## config.mk

```make
export PLATFORM = sky130hd
export DESIGN_NAME = amo_unit
export DESIGN_NICKNAME = d
export VERILOG_FILES = /design/src/rtl/amo_pkg.sv /design/src/rtl/amo_alu.sv /design/src/rtl/amo_ctrl.sv /design/src/rtl/amo_datapath.sv /design/src/rtl/amo_unit.sv
export SDC_FILE = /design/constraint.sdc
export NUM_CORES = 1
export LEC_CHECK = 0
export BUFFER_PORTS_ARGS = -buffer_cell sky130_fd_sc_hd__buf_4
export CELL_PAD_IN_SITES_DETAIL_PLACEMENT = 0
export CELL_PAD_IN_SITES_GLOBAL_PLACEMENT = 2
export CORE_MARGIN = 3
export CORE_UTILIZATION = 25
export DETAILED_ROUTE_END_ITERATION = 6
export HOLD_SLACK_MARGIN = 0.06
export PLACE_DENSITY_LB_ADDON = 0.1
export RECOVER_POWER = 100
export SYNTH_ARGS = -nofsm -noshare
export SYNTH_HDL_FRONTEND = slang
export SYNTH_SLANG_ARGS = --single-unit
```

## constraint.sdc

```tcl
create_clock -name clk -period 4.3 [get_ports clk]
set_input_delay 0.86 -clock clk [delete_from_list [all_inputs] [get_ports clk]]
set_output_delay 0.86 -clock clk [all_outputs]
set_load 0.05 [all_outputs]
```

## src/rtl/amo_pkg.sv

```systemverilog
package amo_pkg;
  typedef enum logic [2:0] {
    OP_LOAD   = 3'd0,
    OP_STORE  = 3'd1,
    OP_TAS    = 3'd2,
    OP_SWAP   = 3'd3,
    OP_FADD   = 3'd4,
    OP_FSUB   = 3'd5,
    OP_FLOGIC = 3'd6,
    OP_CAS    = 3'd7
  } amoOp_e;

  typedef struct packed {
    logic latchReq;
    logic memRead;
    logic captureOld;
    logic memWrite;
    logic writeDirect;
  } amoStrobe_t;
endpackage

```

## src/rtl/amo_alu.sv

```systemverilog
module amo_alu
  import amo_pkg::*;
#(
  parameter int DATA_W = 32
) (
  input  amoOp_e            op,
  input  logic [1:0]        logicSel,
  input  logic [DATA_W-1:0] oldVal,
  input  logic [DATA_W-1:0] operand,
  output logic [DATA_W-1:0] newVal
);
  localparam logic [DATA_W-1:0] ONE = DATA_W'(1);

  logic [DATA_W-1:0] logicRes;

  always_comb begin
    unique case (logicSel)
      2'd0:    logicRes = oldVal & operand;
      2'd1:    logicRes = oldVal | operand;
      default: logicRes = oldVal ^ operand;
    endcase
  end

  always_comb begin
    unique case (op)
      OP_TAS:    newVal = ONE;
      OP_FADD:   newVal = oldVal + operand;
      OP_FSUB:   newVal = oldVal - operand;
      OP_FLOGIC: newVal = logicRes;
      default:   newVal = operand;
    endcase
  end
endmodule

```

## src/rtl/amo_ctrl.sv

```systemverilog
module amo_ctrl
  import amo_pkg::*;
(
  input  logic       clk,
  input  logic       rstN,
  input  logic       reqValid,
  input  logic [2:0] reqOp,
  input  logic       rspReady,
  input  logic       casMatch,
  output logic       reqReady,
  output logic       rspValid,
  output amoOp_e     opQ,
  output amoStrobe_t strobe
);
  typedef enum logic [2:0] {S_IDLE, S_READ, S_CAPT, S_WRITE, S_RESP} state_e;

  state_e state, stateNext;

  always_comb begin
    stateNext = state;
    unique case (state)
      S_IDLE:  if (reqValid) stateNext = (amoOp_e'(reqOp) == OP_STORE) ? S_WRITE : S_READ;
      S_READ:  stateNext = S_CAPT;
      S_CAPT: begin
        if (opQ == OP_LOAD)                   stateNext = S_RESP;
        else if (opQ == OP_CAS && !casMatch)  stateNext = S_RESP;
        else                                  stateNext = S_WRITE;
      end
      S_WRITE: stateNext = S_RESP;
      S_RESP:  if (rspReady) stateNext = S_IDLE;
      default: stateNext = S_IDLE;
    endcase
  end

  always_ff @(posedge clk) begin
    if (!rstN) begin
      state <= S_IDLE;
      opQ   <= OP_LOAD;
    end else begin
      state <= stateNext;
      if (state == S_IDLE && reqValid) opQ <= amoOp_e'(reqOp);
    end
  end

  assign reqReady           = (state == S_IDLE);
  assign rspValid           = (state == S_RESP);
  assign strobe.latchReq    = (state == S_IDLE) && reqValid;
  assign strobe.memRead     = (state == S_READ);
  assign strobe.captureOld  = (state == S_CAPT);
  assign strobe.memWrite    = (state == S_WRITE);
  assign strobe.writeDirect = (opQ == OP_STORE);

  // an accepted request closes the request channel
  a_r10_busy_after_accept: assert property (@(posedge clk) disable iff (!rstN)
    (reqValid && reqReady) |=> !reqReady);

  // a pending response is not withdrawn
  a_r10_rsp_held: assert property (@(posedge clk) disable iff (!rstN)
    (rspValid && !rspReady) |=> rspValid);

  // failed compare goes to response without a write
  a_r9_cas_fail_no_write: assert property (@(posedge clk) disable iff (!rstN)
    (strobe.captureOld && opQ == OP_CAS && !casMatch) |=> !strobe.memWrite);

  // a load never writes
  a_r2_load_no_write: assert property (@(posedge clk) disable iff (!rstN)
    (strobe.captureOld && opQ == OP_LOAD) |=> !strobe.memWrite);

  // a store goes straight to its single write
  a_r3_store_direct: assert property (@(posedge clk) disable iff (!rstN)
    (reqValid && reqReady && amoOp_e'(reqOp) == OP_STORE) |=> (strobe.memWrite && !strobe.memRead));
endmodule

```

## src/rtl/amo_datapath.sv

```systemverilog
module amo_datapath
  import amo_pkg::*;
#(
  parameter int DATA_W = 32,
  parameter int ADDR_W = 8
) (
  input  logic              clk,
  input  logic              rstN,
  input  amoStrobe_t        strobe,
  input  amoOp_e            opQ,
  input  logic [1:0]        reqLogicSel,
  input  logic [ADDR_W-1:0] reqAddr,
  input  logic [DATA_W-1:0] reqOperand,
  input  logic [DATA_W-1:0] reqCompare,
  input  logic [DATA_W-1:0] memRdata,
  output logic              casMatch,
  output logic              memEn,
  output logic              memWe,
  output logic [ADDR_W-1:0] memAddr,
  output logic [DATA_W-1:0] memWdata,
  output logic [DATA_W-1:0] rspData
);
  logic [ADDR_W-1:0] addrQ;
  logic [DATA_W-1:0] operandQ, compareQ, oldQ, aluOut;
  logic [1:0]        selQ;
  logic              casOkQ;

  always_ff @(posedge clk) begin
    if (!rstN) begin
      addrQ    <= '0;
      operandQ <= '0;
      compareQ <= '0;
      selQ     <= '0;
      oldQ     <= '0;
      casOkQ   <= 1'b0;
    end else begin
      if (strobe.latchReq) begin
        addrQ    <= reqAddr;
        operandQ <= reqOperand;
        compareQ <= reqCompare;
        selQ     <= reqLogicSel;
      end
      if (strobe.captureOld) begin
        oldQ   <= memRdata;
        casOkQ <= casMatch;
      end
    end
  end

  amo_alu #(.DATA_W(DATA_W)) uAlu (
    .op       (opQ),
    .logicSel (selQ),
    .oldVal   (oldQ),
    .operand  (operandQ),
    .newVal   (aluOut)
  );

  assign casMatch = (memRdata == compareQ);
  assign memEn    = strobe.memRead | strobe.memWrite;
  assign memWe    = strobe.memWrite;
  assign memAddr  = addrQ;
  assign memWdata = strobe.writeDirect ? operandQ : aluOut;

  always_comb begin
    unique case (opQ)
      OP_CAS:   rspData = {{(DATA_W-1){1'b0}}, casOkQ};
      OP_STORE: rspData = '0;
      default:  rspData = oldQ;
    endcase
  end

  // a test-and-set writes the value one
  a_r4_tas_writes_one: assert property (@(posedge clk) disable iff (!rstN)
    (memWe && opQ == OP_TAS) |-> (memWdata == DATA_W'(1)));
endmodule

```

## src/rtl/amo_unit.sv

```systemverilog
module amo_unit
  import amo_pkg::*;
#(
  parameter int DATA_W = 32,
  parameter int ADDR_W = 8
) (
  input  logic              clk,
  input  logic              rstN,
  input  logic              reqValid,
  output logic              reqReady,
  input  logic [2:0]        reqOp,
  input  logic [1:0]        reqLogicSel,
  input  logic [ADDR_W-1:0] reqAddr,
  input  logic [DATA_W-1:0] reqOperand,
  input  logic [DATA_W-1:0] reqCompare,
  output logic              rspValid,
  input  logic              rspReady,
  output logic [DATA_W-1:0] rspData,
  output logic              memEn,
  output logic              memWe,
  output logic [ADDR_W-1:0] memAddr,
  output logic [DATA_W-1:0] memWdata,
  input  logic [DATA_W-1:0] memRdata
);
  amoStrobe_t strobe;
  amoOp_e     opQ;
  logic       casMatch;

  amo_ctrl uCtrl (
    .clk      (clk),
    .rstN     (rstN),
    .reqValid (reqValid),
    .reqOp    (reqOp),
    .rspReady (rspReady),
    .casMatch (casMatch),
    .reqReady (reqReady),
    .rspValid (rspValid),
    .opQ      (opQ),
    .strobe   (strobe)
  );

  amo_datapath #(.DATA_W(DATA_W), .ADDR_W(ADDR_W)) uData (
    .clk         (clk),
    .rstN        (rstN),
    .strobe      (strobe),
    .opQ         (opQ),
    .reqLogicSel (reqLogicSel),
    .reqAddr     (reqAddr),
    .reqOperand  (reqOperand),
    .reqCompare  (reqCompare),
    .memRdata    (memRdata),
    .casMatch    (casMatch),
    .memEn       (memEn),
    .memWe       (memWe),
    .memAddr     (memAddr),
    .memWdata    (memWdata),
    .rspData     (rspData)
  );

  // pending response data does not change
  a_r10_rsp_stable: assert property (@(posedge clk) disable iff (!rstN)
    (rspValid && !rspReady) |=> $stable(rspData));

  // the memory port is idle while the request channel is open
  a_r10_port_owned: assert property (@(posedge clk) disable iff (!rstN)
    reqReady |-> !memEn);
endmodule

```

==> results_dict.tcl <==
set metrics [dict create \
    run_status "complete, but fails checks" \
    violations "capacitance limit, slew limit, setup timing" \
    viasPerCell 4.77 \
    internal-power_mw 3.39 \
    post-route-min-period_ps 4730 \
    yosysWarnings 0 \
    multiInputGateArea_um2 7360 \
    dr.first_iter.drc_count 583 \
    finalNetCount 1847 \
    synth_seq_cells 113 \
    critPathMaxStageDelay_ps 420 \
    comb_power_share 0.543 \
    p_total_mw 5.99 \
    worst_pin_slew_ps 1860 \
    antenna_found_initial 1 \
    synthCells 1295 \
    finalSetupViolations 18 \
    worstSetupStartpointType "flip-flop" \
    vdd_drop_max_mv 0.289 \
    worstPathArrival_ps 3870 \
    post-route-worst-setup-slack_ps -428 \
    first_pass_iters 5 \
    core_um2 36900 \
    finClkSkew_ps 13.2 \
    syn_avg_cell_area_um2 7.29 \
    post-place-ws_ps -505 \
    ys_seq_area_frac 0.240 \
    cp_max_fo 4 \
    seqCellArea_um2 2270 \
    vias 10300 \
    syn_area_um2 9440 \
    chipHeight_um 200 \
    postLayoutCoreUtil 0.384 \
    dp_cells 2102 \
    period_share 1.10 \
    synth-edff-count 0 \
    clkPwrFrac 0.242 \
    worst_hold_path_type "reg -> reg" \
    finalWeightedCongestion 0.897 \
    grt_pass1_vias 10100 \
    slew_headroom -0.237 \
    grt_first_pass_wirelength_um 63700 \
    p_leak_nw 6.09 \
    switching_share 0.434 \
    slew_violations 79 \
    ys_types 62 \
    synth_area_leaders "dfxtp_1, ha_1, nand2_1, a21boi_0, a21oi_1" \
    syn2layout_area_growth_pct 50.2 \
    root_buffer "clkbuf_16" \
    htreeDepth 4 \
    seqPwrFrac 0.215 \
    synth_flop_cell "dfxtp_1" \
    dp_hpwl_um 33800 \
    path_cells "nor4_4 -> buf_4 -> nand2_4 -> buf_6 -> nor2_4 -> buf_4 -> a31oi_1 -> xnor2_1 -> ha_2 -> nand2_4 -> nor4_4 -> o211ai_1 -> a21oi_4 -> o311a_1 -> mux2i_1 -> nand2_1 -> buf_6" \
    switchingPower_mw 2.60 \
    cts_buffers 17 \
    grt.total_usage 0.206 \
    crit_required_ps 3440 \
    antennaDiodeCount 0 \
    stdcell_count 2154 \
    start_util 0.256 \
    path_class "reg -> out" \
    p_per_area_nw_per_um2 423 \
    grt_overflow 0 \
    synth_common_cells "nand2_1, dfxtp_1, a21boi_0" \
    synth_top_area_frac 0.240 \
    wl_per_cell_um 19.9 \
    hold_slack_ps 468 \
    synthArstFlopShare 0 \
    io_pins 189 \
    grt_max_degree 113 \
    fill_cells 3984 \
    syn_nets 1505 \
    port_buffers 188 \
    hold_viol 0 \
    yosysMostFrequentCell "nand2_1" \
    clockBufferDepth 2 \
    end_kind "output port" \
    max_freq_mhz 212 \
    insertion_delay_ps 420 \
    cp_slowest_cell "ha_2" \
    hold_buffers 0 \
    fp-row-count 70 \
    drc_errors 0 \
    dieArea_um2 40100 \
    drive_gt1_frac 0.335 \
    drt-total-wl_um 43000 \
    rsz0062_at_grt "true" \
    max-cap-violations 1 \
    ant_nets 0 \
    die_w_um 200 \
    cts_tree "built" \
    numClockSinks 113 \
    yosysTopAreaCell "dfxtp_1" \
    clk_pin_slew_ps 70 \
]
-- area by class of cell --
class | count | area share
Inverter | 82 | 0.0217
Timing Repair Buffer | 403 | 0.212
Clock buffer | 18 | 0.0310
Tap cell | 504 | 0.0445
Clock inverter | 14 | 0.0108
Multi-Input combinational cell | 1020 | 0.519
Sequential cell | 113 | 0.160
-- layout by cell type, fill, tap and decap left out, types with 37 or more instances in the layout --
cell and n:
a21boi_0 110, a21oi_1 54, a31oi_1 40, buf_4 321
dfxtp_1 105, ha_1 90, inv_1 80, nand2_1 266
nor2_1 70, xnor2_1 37, xor2_1 41
-- final timing paths --
check / start / to / slack, ps / cells past startpoint
hold / removal: uData.memAddr[6] / uData.memAddr[6] / 470 / 2
hold reg to reg: uData.memAddr[6] / uData.memAddr[6] / 470 / 2
setup / recovery: uData.operandQ[6] / memWdata[30] / -430 / 17
setup reg to reg: uCtrl.state[1] / uData.operandQ[14] / 1860 / 5
-- worst max-delay path, delay by kind of cell (launching register included) --
family | cells | cell delay, ps
adders and majority gates | 1 | 420
xor gates and xnor gates | 1 | 150
muxes | 1 | 190
buffers and inverters | 4 | 610
DFF | 1 | 340
and+or+nand+nor | 6 | 930
AOI/OAI and AO/OA | 4 | 790
-- flip-flops by register name, summed over array words and instances (netlist names) --
signal,count
uCtrl.state,3
uData.casOkQ,1
uData.operandQ,32
uCtrl.opQ,3
uData.memAddr,8
uData.oldQ,32
uData.selQ,2
uData.compareQ,32
-- cells by family (layout without fill, tap and decap cells) --
| family | after synthesis | after routing | share of synthesized area |
|---|---|---|---|
| buffers and inverters | 162 | 517 | 0.0676 |
| DFF | 113 | 113 | 0.240 |
| adders and majority gates | 97 | 97 | 0.129 |
| AOI/OAI and AO/OA | 385 | 385 | 0.275 |
| and+or+nand+nor | 443 | 443 | 0.199 |
| xor gates and xnor gates | 85 | 85 | 0.0789 |
| muxes | 10 | 10 | 0.0107 |
-- metal layers --
metal  track usage  vias up  share of wire
met2         0.326      232           0.45
met4        0.0346        2         0.0081
met5             0        -        0.00030
met3        0.0314       21          0.049
met1         0.300     4851           0.49
li1              -     5177              -
-- power groups by stage --
stage,Combinational (mW),Sequential [mW],Clock [mW]
after floorplan,1.62,1.29,0
after global placement,2.86,1.30,0
after detailed placement,2.86,1.30,0
after CTS,3.08,1.28,1.49
after global routing,3.52,1.30,1.54
final,3.25,1.29,1.45
-- per-stage QoR --
stage	instance area, µm²	TNS (ps)
after floorplan	9500	-213
after global placement	12700	-4300
after detailed placement	12700	-3440
after CTS	13900	-7100
after global routing	14200	-9480
final	14200	-6240
-- timing repair --
action,4_1_cts,5_1_grt
endpoints found under the hold margin,0,0
pin swaps,46,59
gates resized for setup,117,94
setup buffers,15,12
setup endpoints to repair,25,26
No activity file was read; power rests on OpenSTA's default activity.
